### src/rtl/lcdc_pkg.sv
package lcdc_pkg;
  localparam int LVL_W = 4;
  typedef logic [LVL_W-1:0] lvl_t;

  localparam lvl_t LVL_FULL = 4'd12;
  localparam lvl_t LVL_GND  = 4'd0;

  typedef enum logic [1:0] {
    BIAS_HALF    = 2'd0,
    BIAS_THIRD   = 2'd1,
    BIAS_QUARTER = 2'd2,
    BIAS_QALT    = 2'd3
  } bias_e;
endpackage

### src/rtl/lcdc_reset_sync.sv
module lcdc_reset_sync (
  input  logic clk,
  input  logic rst_n,
  output logic rst_n_s
);
  logic [1:0] sync_q;

  always_ff @(posedge clk or negedge rst_n) begin
    if (!rst_n) sync_q <= 2'b00;
    else        sync_q <= {sync_q[0], 1'b1};
  end

  assign rst_n_s = sync_q[1];
endmodule

### src/rtl/lcdc_phase_ctr.sv
module lcdc_phase_ctr #(
  parameter int NUM_COM = 8,
  localparam int PH_W   = $clog2(NUM_COM)
) (
  input  logic            clk,
  input  logic            rst_n,
  input  logic            phase_tick,
  input  logic            frame_tick,
  input  logic [PH_W-1:0] duty_sel,
  output logic [PH_W-1:0] phase,
  output logic            invert
);
  localparam logic [PH_W-1:0] LAST_MAX = PH_W'(NUM_COM - 1);

  logic [PH_W-1:0] last_c;
  logic [PH_W-1:0] phase_d;
  logic            invert_d;
  logic            ph_en;

  always_comb begin
    last_c   = (duty_sel > LAST_MAX) ? LAST_MAX : duty_sel;
    ph_en    = phase_tick | frame_tick;
    phase_d  = phase;
    invert_d = invert;
    if (frame_tick) begin
      phase_d  = '0;
      invert_d = ~invert;
    end else if (phase_tick) begin
      phase_d  = (phase >= last_c) ? '0 : phase + PH_W'(1);
    end
  end

  always_ff @(posedge clk or negedge rst_n) begin
    if (!rst_n) begin
      phase  <= '0;
      invert <= 1'b0;
    end else if (ph_en) begin
      phase  <= phase_d;
      invert <= invert_d;
    end
  end


  phase_wrap_chk: assert property (@(posedge clk) disable iff (!rst_n)
    (phase_tick && !frame_tick) |=> (phase == '0 || phase == $past(phase) + PH_W'(1)));


  frame_restart_chk: assert property (@(posedge clk) disable iff (!rst_n)
    frame_tick |=> (phase == '0 && invert != $past(invert)));


  pol_hold_chk: assert property (@(posedge clk) disable iff (!rst_n)
    !frame_tick |=> $stable(invert));
endmodule

### src/rtl/lcdc_bias_lut.sv
module lcdc_bias_lut
  import lcdc_pkg::*;
(
  input  logic [1:0] bias_sel,
  input  logic       invert,
  output lvl_t       sel_lvl,
  output lvl_t       idle_lvl
);
  lvl_t low_lvl;

  always_comb begin
    unique case (bias_e'(bias_sel))
      BIAS_HALF:  low_lvl = 4'd6;
      BIAS_THIRD: low_lvl = 4'd4;
      default:    low_lvl = 4'd3;
    endcase
    sel_lvl  = invert ? LVL_GND : LVL_FULL;
    idle_lvl = invert ? (LVL_FULL - low_lvl) : low_lvl;
  end
endmodule

### src/rtl/lcdc_com_driver.sv
module lcdc_com_driver
  import lcdc_pkg::*;
#(
  parameter int NUM_COM = 8,
  parameter int IDX     = 0,
  localparam int PH_W   = $clog2(NUM_COM)
) (
  input  logic [PH_W-1:0] phase,
  input  logic [PH_W-1:0] duty_sel,
  input  lvl_t            sel_lvl,
  input  lvl_t            idle_lvl,
  output lvl_t            level,
  output logic            selected
);
  localparam logic [PH_W-1:0] MY_IDX = PH_W'(IDX);

  always_comb begin
    selected = (phase == MY_IDX) && (MY_IDX <= duty_sel);
    level    = selected ? sel_lvl : idle_lvl;
  end
endmodule

### src/rtl/lcdc_com_seq.sv
module lcdc_com_seq
  import lcdc_pkg::*;
#(
  parameter int NUM_COM = 8,
  localparam int PH_W   = $clog2(NUM_COM)
) (
  input  logic                   clk,
  input  logic                   rst_n,
  input  logic                   phase_tick,
  input  logic                   frame_tick,
  input  logic [PH_W-1:0]        duty_sel,
  input  logic [1:0]             bias_sel,
  output logic [NUM_COM*LVL_W-1:0] com_level
);
  logic            rst_n_s;
  logic [PH_W-1:0] phase;
  logic            invert;
  lvl_t            sel_lvl;
  lvl_t            idle_lvl;
  logic [NUM_COM-1:0] sel_vec;

  lcdc_reset_sync u_rsync (
    .clk     (clk),
    .rst_n   (rst_n),
    .rst_n_s (rst_n_s)
  );

  lcdc_phase_ctr #(.NUM_COM(NUM_COM)) u_phase (
    .clk        (clk),
    .rst_n      (rst_n_s),
    .phase_tick (phase_tick),
    .frame_tick (frame_tick),
    .duty_sel   (duty_sel),
    .phase      (phase),
    .invert     (invert)
  );

  lcdc_bias_lut u_lut (
    .bias_sel (bias_sel),
    .invert   (invert),
    .sel_lvl  (sel_lvl),
    .idle_lvl (idle_lvl)
  );

  for (genvar i = 0; i < NUM_COM; i++) begin : g_com
    lvl_t lvl_i;

    lcdc_com_driver #(.NUM_COM(NUM_COM), .IDX(i)) u_drv (
      .phase    (phase),
      .duty_sel (duty_sel),
      .sel_lvl  (sel_lvl),
      .idle_lvl (idle_lvl),
      .level    (lvl_i),
      .selected (sel_vec[i])
    );

    assign com_level[i*LVL_W +: LVL_W] = lvl_i;


    level_legal_chk: assert property (@(posedge clk) disable iff (!rst_n_s)
      (lvl_i == 4'd0 || lvl_i == 4'd3 || lvl_i == 4'd4 || lvl_i == 4'd6 ||
       lvl_i == 4'd8 || lvl_i == 4'd9 || lvl_i == 4'd12));
  end


  one_sel_chk: assert property (@(posedge clk) disable iff (!rst_n_s)
    $countones(sel_vec) <= 1);
endmodule

### config.mk
export PLATFORM = sky130hd
export DESIGN_NAME = lcdc_com_seq
export DESIGN_NICKNAME = d
export VERILOG_FILES = /design/src/rtl/lcdc_pkg.sv /design/src/rtl/lcdc_reset_sync.sv /design/src/rtl/lcdc_phase_ctr.sv /design/src/rtl/lcdc_bias_lut.sv /design/src/rtl/lcdc_com_driver.sv /design/src/rtl/lcdc_com_seq.sv
export SDC_FILE = /design/constraint.sdc
export NUM_CORES = 1
export LEC_CHECK = 0
export ABC_AREA = 1
export BUFFER_PORTS_ARGS = -buffer_cell sky130_fd_sc_hd__buf_4
export CAP_MARGIN = 30
export CORE_MARGIN = 2
export CORE_UTILIZATION = 44
export CTS_CLUSTER_DIAMETER = 50
export DETAILED_ROUTE_END_ITERATION = 6
export MAX_ROUTING_LAYER = met4
export PLACE_DENSITY = 0.79
export SYNTH_ARGS = -nofsm -noshare
export SYNTH_HDL_FRONTEND = slang
export SYNTH_SLANG_ARGS = --single-unit
export TNS_END_PERCENT = 5
### constraint.sdc
create_clock -name clk -period 1.5 [get_ports clk]
set_input_delay 0 -clock clk [delete_from_list [all_inputs] [get_ports clk]]
set_output_delay 0 -clock clk [all_outputs]
set_load 0.005 [all_outputs]
==> summary.md, run 1 <==
| Metric | Value |
|---|---|
| Design area | 0.00129 mm^2 |
| Initial Utilization | 45.3% |
| M1 wire length | around 940 um |
| Mux cell area share after synthesis | 0% |
| Simple-gate share of the synthesized area | 41.2% |
| Cell count after synthesis | 129 |
| All-Layer GR Usage | 22.3% |
| Top cells by area, synth | nand2_1, dfrtp_1, ha_1, nor2_1, inv_1 |
| Crit Path Category | reg -> out |
| Clock buffer count from CTS | 3 |
| Hpwl dp | 1.67 mm |
| Biggest area consumer among synthesized cells | nand2_1 |
| Largest net degree at the start of global routing | 11 |
| Root Driver | clkbuf_4 |
| Sequential area share after synthesis | 19.6% |
| GPL Wtd Cong | 0.869 |
| Most frequent cells in the layout | buf_4, nand2_1, nor2_1 |
| Drt initial violations | 31 |
| First-pass GRT wire length | 3.37 mm |
| Max clock buf depth | 2 |
| Gr ovfl total | 0 |
| Hold WC Path Type | in -> reg |
| Share of cells above drive strength 1 | 43.6% |
| Net Count, Synth | 147 |
| Die area | 0.00209 mm^2 |
| Pleak | 0.000705 uW |
| DIE HEIGHT | 45.7 um |
| Failing checks | setup timing |
| Critical Path AT | roughly 1500 ps |
| Antenna Nets Post-Route | 0 |
| Status | finished with violations |
| Final Max Slew Viols | 0 |
| Area Overhead vs Synth | 68.6% |
| Crit path capture type | output port |
| Reg clk slew, reported paths | ~50 ps |
| Fin crit share | 101% |
| CTS tree | yes |
| Num ports | 41 |
| Routed len/inst | 12.1 um |
| Fin crit period | 1510 ps |
| Max layer used | met4 |
| Most common cell after layout, fill and taps aside | buf_4 |
| Worst path cell trace | inv_1 > ha_1 > a21boi_4 > nand2_1 > nand2_1 > buf_4 |
| Unique masters post-synth | 19 |
| Synth top area share | 21.6% |
| Die W | ~46 um |
| Syn avg cell area | 5.94 um^2 |
| Synthesized-area fraction occupied by adder cells | between 10% and 20% |
| Max-cap check violation count | 0 |
| Met3 routed WL | roughly 140 um |
| Area of the mapped netlist | 766 um^2 |
| CP max stage delay | 480 ps |
| Drt drc | 0 |
| Dpl cell area | 0.00108 mm^2 |
| Largest family of logic cells by synthesized area | simple AND/OR/NAND/NOR gates |
| Worst setup SP type | flip-flop |
| Final Util | 76.4% |
| Final setup margin | -14.1 ps |
| Initial antenna violation count | 0 |
| Routed wl met2 | about 1.3 mm |
| Vias/cell | a little over 5 |
| Worst Path Required | 1500 ps |
| Unrepaired setup endpoints after global routing | true |
| Total number of vias | 1013 |
| CTS Sinks | 6 |
| DRT Wirelength | 2.40 mm |
| NumNets Final | 201 |
| WP buf/inv | 2 |
| Tot Pwr | between 1000 and 1500 uW |
| H-tree Lvls | 1 |
| Peak Freq | 0.660 GHz |
| Most used cell along the critical path | nand2_1 |
| DRT Pass-1 Iters | 4 |
| Port bufs | 40 |
| Largest vdd supply drop | between 0.8 and 0.9 mV |
| Seq cells post-synth | 6 |
| Core ar. | 0.00169 mm^2 |
| Synth Area in Compound Gates | between 10% and 20% |
| Synth Area in XOR/XNOR | around 1.1% |
| Post-Route Skew | around 8.9 ps |
| Final setup fails | 2 |
| Worst skew pair latency | 240 ps |
| Final hold viol count | 0 |
| CP max-delay cell | dfrtp_2 |
| Vias in the first global route | approximately 800 |
| Synth warn | 0 |
| Pwr dens | 911 mW/mm^2 |
| # diodes | 0 |
| Delay-heaviest family, CP | flip-flops |
| FP Rows | 15 |
| CP max FO | 9 |
[tightest hold or removal path, cell delays in order]
cell	delay [ps]
buf_4	80
nor2_1	50
nand2_1	50
nand2_1	40
[per-stage QoR]
| stage | worst slack [ps] | std cells | hold slack [ps] | setup TNS (ps) |
|---|---|---|---|---|
| finish | -14.1 | 198 | 23.0 | -19.8 |
| CTS | -28.8 | 193 | 28.2 | -173 |
| global placement | 215 | 184 | -217 | 0 |
| detailed placement | 176 | 184 | -217 | 0 |
| floorplan | 353 | 129 | -296 | 0 |
| global route | -88.9 | 198 | 47.8 | -887 |
[registers in the layout, summed over array words and instances, names as in the netlist]
register / count
u_phase.phase: 3
u_rsync.sync_q: 2
u_phase.invert: 1
[synth_stat cells, drive strengths merged]
master,count
nand3,7
nand4,1
a21boi,1
a21oi,5
ha,9
xor2,1
o21ai,11
dfrtp,6
nand2,44
conb,1
nor2,25
inv,16
clkbuf,2
[final timing paths]
path                              startpoint               end  slack, ps  cells past startpoint
max                         u_phase.phase[2]     com_level[15]        -10                      6
max reg2reg                 u_phase.phase[0]  u_phase.phase[1]        190                      8
min                               phase_tick  u_phase.phase[2]         20                      4
min in group asynchronous  u_rsync.sync_q[1]  u_phase.phase[1]         50                      0
max in group asynchronous  u_rsync.sync_q[1]  u_phase.phase[0]       1270                      0
min reg2reg                u_rsync.sync_q[1]  u_phase.phase[1]         50                      0
[power by group]
| group | total, uW | internal [uW] | switching (uW) |
|---|---|---|---|
| sequential | 228 | 185 | 43.3 |
| combinational | 802 | 412 | 390 |
| clock | 146 | 90.4 | 55.9 |
| total | 1180 | 687 | 490 |
[routing by layer]
metal | up-vias | global-route usage, %
met3 | 3 | 2.78
met2 | 45 | 39.2
li1 | 511 | -
met4 | 0 | 5.14
met1 | 454 | 27.0
met5 | - | -
[logic make-up (layout without fill, tap and decap cells)]
kind of cell | count (synthesis) | in the layout
XOR/XNOR | 1 | 1
AND/OR/NAND/NOR | 77 | 77
flip-flops | 6 | 6
buffers and inverters | 18 | 70
adder cells (fa/ha/maj) | 9 | 9
other | 1 | 1
AO/OA/AOI/OAI | 17 | 17
[cell type report]
cell class | count | area (um^2)
inverters | 16 | 62.6
well taps | 17 | 21.3
clock buffers | 3 | 22.5
repair buffers | 51 | 388
flip-flops and latches | 6 | 154
multi-input cells | 105 | 643
fillers | 131 | 398
[timing repair]
action / in CTS / in global routing
resized for setup: 3 / 29
hold buffers: 2 / 0
setup endpoints to repair: 13 / 32
setup buffers: 4 / 5
endpoints found under the hold margin: 3 / 0
pin swaps: 0 / 5
(Power assumes the default switching activity.)
==> run 2, diff against run 1 <==
Settings changed: CORE_UTILIZATION 44 to 45, CTS_BUF_LIST set to sky130_fd_sc_hd__clkbuf_4, PLACE_DENSITY 0.79 to 0.8.
Clock period 1.5 ns to 1.55 ns, I/O delays scaled along.
==> run 2 against run 1 <==
The flow now finishes without violations. Sequential share of layout area rose by 1.1 points. Count of clock-buffer cells in the layout did not move. Sequential power fell by 5%. Cell area fell by 9.3%. Clock power fell by 5%. Cell count fell by 4.0%. Via count fell by 6.8%. Total power fell by 7.8%. Sequential cell count did not move. First-iteration DRC count fell by 32%. Register-to-register slack improved by 90 ps. Critical endpoint is now com_level[26].
==> summary.md, run 2 (synthesized netlist as in run 1, its figures left out) <==
| Metric | Value |
|---|---|
| Peak Freq | between 0.6 and 0.7 GHz |
| Fin crit share | between 90 and 100% |
| Pleak | 0.000667 uW |
| Share of cells above drive strength 1 | 36.8% |
| CTS tree | yes |
| Vias in the first global route | slightly below 800 |
| Pwr dens | 927 mW/mm^2 |
| Port bufs | 40 |
| Max reg flops | 3 |
| Drt initial violations | 21 |
| Critical Path AT | 1540 ps |
| Crit path capture type | output port |
| Hpwl dp | 1.68 mm |
| Initial Utilization | between 40 and 50% |
| Hold Crit Depth | 4 |
| Worst r2r src | u_phase.phase[2] |
| Status | finished, final reports clean |
| Clock buffer count from CTS | 3 |
| Tot Pwr | 1090 uW |
| Fillers | 141 |
| # diodes | 0 |
| Final setup fails | 0 |
| First-pass GRT wire length | between 3 and 4 mm |
| Reg clk slew, reported paths | 40 ps |
| Delay-heaviest family, CP | flip-flops |
| All-Layer GR Usage | 22.1% |
| NumNets Final | 194 |
| Max clock buf depth | 2 |
| Worst setup SP type | flip-flop |
| Core ar. | 0.00156 mm^2 |
| DIE HEIGHT | 45.3 um |
| Post-Route Skew | 2.31 ps |
| Unrepaired setup endpoints after global routing | true |
| Root Driver | clkbuf_4 |
| Final hold viol count | 0 |
| Largest regs | u_phase.phase: 3 flops, u_rsync.sync_q: 2 flops, u_phase.invert: 1 flops |
| Most frequent cells in the layout | nand2_1, buf_4, nor2_1 |
| Reg2Reg Setup Slack | 280 ps |
| Vias/cell | 4.97 |
| R2R depth | 4 |
| CP max stage delay | 440 ps |
| Most used cell along the critical path | nand2_1 |
| Num ports | 41 |
| Drt drc | 0 |
| CP max-delay cell | dfrtp_2 |
| Die W | 45.3 um |
| Fin crit period | 1540 ps |
| Crit Path Category | reg -> out |
| H-tree Lvls | 1 |
| Area Overhead vs Synth | 52.9% |
| DRT Wirelength | approximately 2.2 mm |
| Hold WC Path Type | in -> reg |
| Largest net degree at the start of global routing | 11 |
| WP buf/inv | 2 |
| FP Rows | 14 |
| Most common cell after layout, fill and taps aside | nand2_1 |
| CTS Sinks | 6 |
| Final Util | 75.1% |
| GPL Wtd Cong | 0.840 |
| Routed len/inst | 11.5 um |
| Total number of vias | 944 |
| Die area | 0.00205 mm^2 |
| Largest vdd supply drop | 0.781 mV |
| Antenna Nets Post-Route | 0 |
| Largest reg by FF count | u_phase.phase |
| Worst Path Required | 1550 ps |
| Worst path cell trace | inv_2 > ha_2 > nand2_1 > o21ai_0 > nand2_1 > buf_4 |
| Final Max Slew Viols | 0 |
| Max-cap check violation count | 0 |
| DRT Pass-1 Iters | 4 |
| Initial antenna violation count | 0 |
| Hold Crit Start | phase_tick |
| CP max FO | 5 |
| Gr ovfl total | 0 |
| Hold path endpoint | u_phase.phase[2] |
| Worst skew pair latency | 240 ps |
| R2r endpoint | u_phase.phase[0] |
## run 2: worst max path at each step
stage                           from               end  slack (ps)  cells after the start
floorplan           u_phase.phase[0]  u_phase.phase[2]         400                      5
global placement    u_phase.phase[0]     com_level[27]         240                      7
detailed placement  u_phase.phase[0]     com_level[27]         190                      7
CTS                 u_phase.phase[0]     com_level[27]          -8                      7
global route        u_phase.phase[0]     com_level[26]        -100                      6
finish              u_phase.phase[0]     com_level[26]           6                      6
## run 2: worst register-to-register path, stage by stage (launching register included)
cell	delay (ps)
dfrtp_2	470
ha_1	330
a21oi_1	230
nand3_1	110
nand2_1	60
## run 2: repair_timing
item | in CTS | in global routing
hold endpoints to repair | 3 | 0
setup buffers | 0 | 2
hold buffers | 2 | 0
pin swaps | 0 | 0
endpoints found under the setup margin | 7 | 20
gates cloned | 0 | 0
gates resized for setup | 5 | 11
## run 2: area by class of cell
type,instances,area (um^2),share of cell area [%]
Timing Repair Buffer,44,335,28.6
Inverter,16,60.1,5.13
Tap cell,16,20.0,1.71
Sequential cell,6,153,13.0
Clock buffer,3,22.5,1.92
Multi-Input combinational cell,105,581,49.6
## run 2: per-stage QoR
| step | TNS [ps] | std cells | hold slack [ps] | instance area [um^2] | worst slack, ps |
|---|---|---|---|---|---|
| finish | 0 | 190 | 44.2 | 1170 | 5.77 |
| global route | -261 | 190 | 65.2 | 1170 | -96.2 |
| CTS | -7.79 | 188 | 39.0 | 1130 | -7.79 |
| detailed placement | 0 | 183 | -217 | 1080 | 195 |
| global placement | 0 | 183 | -218 | 1080 | 244 |
| floorplan | 0 | 129 | -296 | 766 | 403 |
## run 2: layer usage
metal  track usage (%)  up-vias  wire length, um
li1                  -      496                -
met4              7.06        0               18
met3             0.400        2               90
met1              25.8      418              915
met5                 -        -                0
met2              40.6       28             1160
## run 2: power by group
| group | internal [uW] | leakage, uW | total [uW] | switching [uW] |
|---|---|---|---|---|
| logic | 374 | 0.000580 | 729 | 356 |
| clock network | 87.3 | 0.0000138 | 139 | 52.1 |
| registers | 179 | 0.0000727 | 216 | 37.6 |
==> run 3, diff against run 2 <==
Settings changed: ABC_AREA 1 to not set, PLACE_DENSITY 0.8 to 0.79, RECOVER_POWER set to 25.
==> run 3 against run 2 <==
The run now ends with setup timing left. Fmax decreased by 4.4%. Die area up 7.9%. Count of clock-buffer cells in the layout unchanged. Setup slack got worse by 71 ps. Clock power is 6% higher. Global-route usage is 1.6 points higher. Sequential share of layout area decreased by 1.9 points. Via count up 0.21%. Non-clock buffer count up 7. Highest routed layer unchanged.
==> summary.md, run 3 <==
| Metric | Value |
|---|---|
| All-Layer GR Usage | 23.7% |
| Fin crit period | 1620 ps |
| Die W | 47 um |
| Max clock buf depth | 2 |
| NumNets Final | around 170 |
| Syn avg cell area | roughly 8.6 um^2 |
| Post-Route Skew | 6.26 ps |
| CTS tree | yes |
| Hpwl dp | 1.81 mm |
| Antenna Nets Post-Route | 0 |
| Reg2Reg Setup Slack | around 40 ps |
| Hold WC Path Type | reg -> async |
| Worst Path Required | about 1600 ps |
| DRT Pass-1 Iters | 4 |
| Area Overhead vs Synth | 67.2% |
| DIE HEIGHT | between 40 and 50 um |
| Largest vdd supply drop | 0.681 mV |
| Synth warn | 0 |
| Switching pwr | between 500 and 600 uW |
| Final setup fails | 4 |
| First-pass GRT wire length | between 3 and 4 mm |
| FP Rows | 15 |
| Async set or reset register ratio after synthesis | between 90% and 100% |
| # diodes | 0 |
| Top cells by area, synth | dfrtp_1, ha_1, mux2i_1, nand2b_1, a21oi_1 |
| Initial Utilization | 48.2% |
| Area of the mapped netlist | about 830 um^2 |
| Failing checks | setup timing |
| Final Util | 80.6% |
| Sequential area share after synthesis | 18.0% |
| Fin crit share | 104% |
| Sequential Power Share | between 20% and 30% |
| Crit path capture type | output port |
| Final setup margin | -65.4 ps |
| Largest net degree at the start of global routing | 15 |
| CP max FO | 4 |
| Fillers | 114 |
| Gr ovfl total | 0 |
| Unique masters post-synth | 35 |
| Final non-filler cell total | between 150 and 200 |
| Pwr dens | just under 900 mW/mm^2 |
| Final hold viol count | 0 |
| Root Driver | clkbuf_4 |
| Seq cells post-synth | 6 |
| CTS Sinks | 6 |
| Routed len/inst | ~17 um |
| Initial antenna violation count | 0 |
| Most frequent cells in the layout | buf_4, nand2b_1, a21oi_1, mux2i_1, ha_4 |
| Post-synth top cells | a21oi_1, ha_1, nand2b_1 |
| Peak Freq | 0.619 GHz |
| Die area | about 0.0022 mm^2 |
| M1 wire length | ~1.1 mm |
| Biggest area consumer among synthesized cells | dfrtp_1 |
| Max layer used | met4 |
| Status | finished with violations |
| Max-cap check violation count | 0 |
| Largest reg by FF count | u_phase.phase |
| Cells after DPL | 158 |
| Max reg flops | 3 |
| Largest regs | u_phase.phase: 3 flops, u_rsync.sync_q: 2 flops, u_phase.invert: 1 flops |
| Crit Path Category | reg -> out |
| Worst setup SP type | flip-flop |
| Num ports | between 40 and 50 |
| Pleak | 0.000641 uW |
| Post-synth EDFFs | 0 |
| Port bufs | 40 |
| H-tree Lvls | 1 |
| Share of cells above drive strength 1 | 60.0% |
| Unrepaired setup endpoints after global routing | true |
| Drt initial violations | 21 |
| Clock share of power | 12.0% |
| Drt drc | 0 |
| Net Count, Synth | between 100 and 150 |
| Vias in the first global route | between 800 and 900 |
| Ys flop type | dfrtp_1 |
| P_int | approximately 730 uW |
| Synth top area share | around 18% |
| Cell count after synthesis | 97 |
| Met3 routed WL | 196 um |
| Final Max Slew Viols | 0 |
| Vias/cell | 5.56 |
| Tot Pwr | 1240 uW |
| Routed wl met2 | around 1.4 mm |
| Reg clk slew, reported paths | 50 ps |
| DRT Wirelength | ~2.8 mm |
| Worst skew pair latency | 250 ps |
| GPL Wtd Cong | ~0.8 |
| Critical Path AT | 1620 ps |
| Most common cell after layout, fill and taps aside | buf_4 |
| Clock buffer count from CTS | 3 |
| Core ar. | 0.00173 mm^2 |
| Worst slack at placement | 94.4 ps |
| Combinational share of power | 67.1% |
| Total number of vias | 946 |
| Sw Ratio | roughly two fifths |
## run 3: cell families after synthesis
family                     after synthesis  synth area share, %
xor gates and xnor gates                 1                 1.05
muxes                                    8                 10.2
AOI/OAI and AO/OA                       26                 22.7
DFF                                      6                 18.0
adders and majority gates                9                 13.5
buffers and inverters                   13                 7.22
and+or+nand+nor                         33                 26.8
other                                    1                0.451
## run 3: through the flow
| stage | hold slack, ps | instance area [um^2] | setup TNS, ps |
|---|---|---|---|
| after floorplan | -296 | 832 | 0 |
| after global placement | -217 | 1140 | 0 |
| after detailed placement | -215 | 1140 | 0 |
| after CTS | 59.1 | 1280 | -125 |
| after global routing | 75.9 | 1390 | -464 |
| final | 66.1 | 1390 | -85.6 |
## run 3: area by class of cell
type	count	area (um^2)	area share, %
clock buffer	3	22.5	1.62
inverter	7	31.3	2.25
multi-input combinational	78	761	54.7
sequential	6	155	11.2
tap	25	31.3	2.25
timing repair buffer	51	390	28.1
## run 3: worst paths after layout
path,startpoint,endpoint,cells past startpoint
min reg2reg,u_rsync.sync_q[1],u_phase.phase[2],0
min,u_rsync.sync_q[1],u_phase.phase[2],0
max,u_phase.phase[0],com_level[31],5
max reg2reg,u_phase.phase[0],u_phase.phase[0],6
min in group clk,u_rsync.sync_q[0],u_rsync.sync_q[1],0
max in group asynchronous,u_rsync.sync_q[1],u_phase.invert,0
## run 3: metal layers
| layer | global-route usage [%] | up-vias |
|---|---|---|
| met1 | 27.0 | 440 |
| met5 | - | - |
| li1 | - | 438 |
| met3 | 2.69 | 12 |
| met4 | 6.67 | 0 |
| met2 | 43.3 | 56 |
## run 3: repair_timing
item | in CTS | in global routing
gates resized for setup | 15 | 18
setup endpoints to repair | 14 | 23
setup buffers | 4 | 2
hold endpoints to repair | 6 | 0
hold buffers | 3 | 0
pin swaps | 3 | 2
## run 3: worst max-delay path, cell delays in order, from the launching register on
cell and delay (ps):
dfrtp_2 470, ha_4 200, ha_4 170, nand4_4 100, mux2i_1 270, buf_4 150
## run 3: power by group through the flow
| stage | Sequential (uW) | Combinational, uW | Clock (uW) |
|---|---|---|---|
| global route | 262 | 900 | 155 |
| floorplan | 190 | 382 | 0 |
| CTS | 242 | 773 | 153 |
| global placement | 242 | 722 | 0 |
| finish | 259 | 829 | 148 |
| detailed placement | 243 | 735 | 0 |
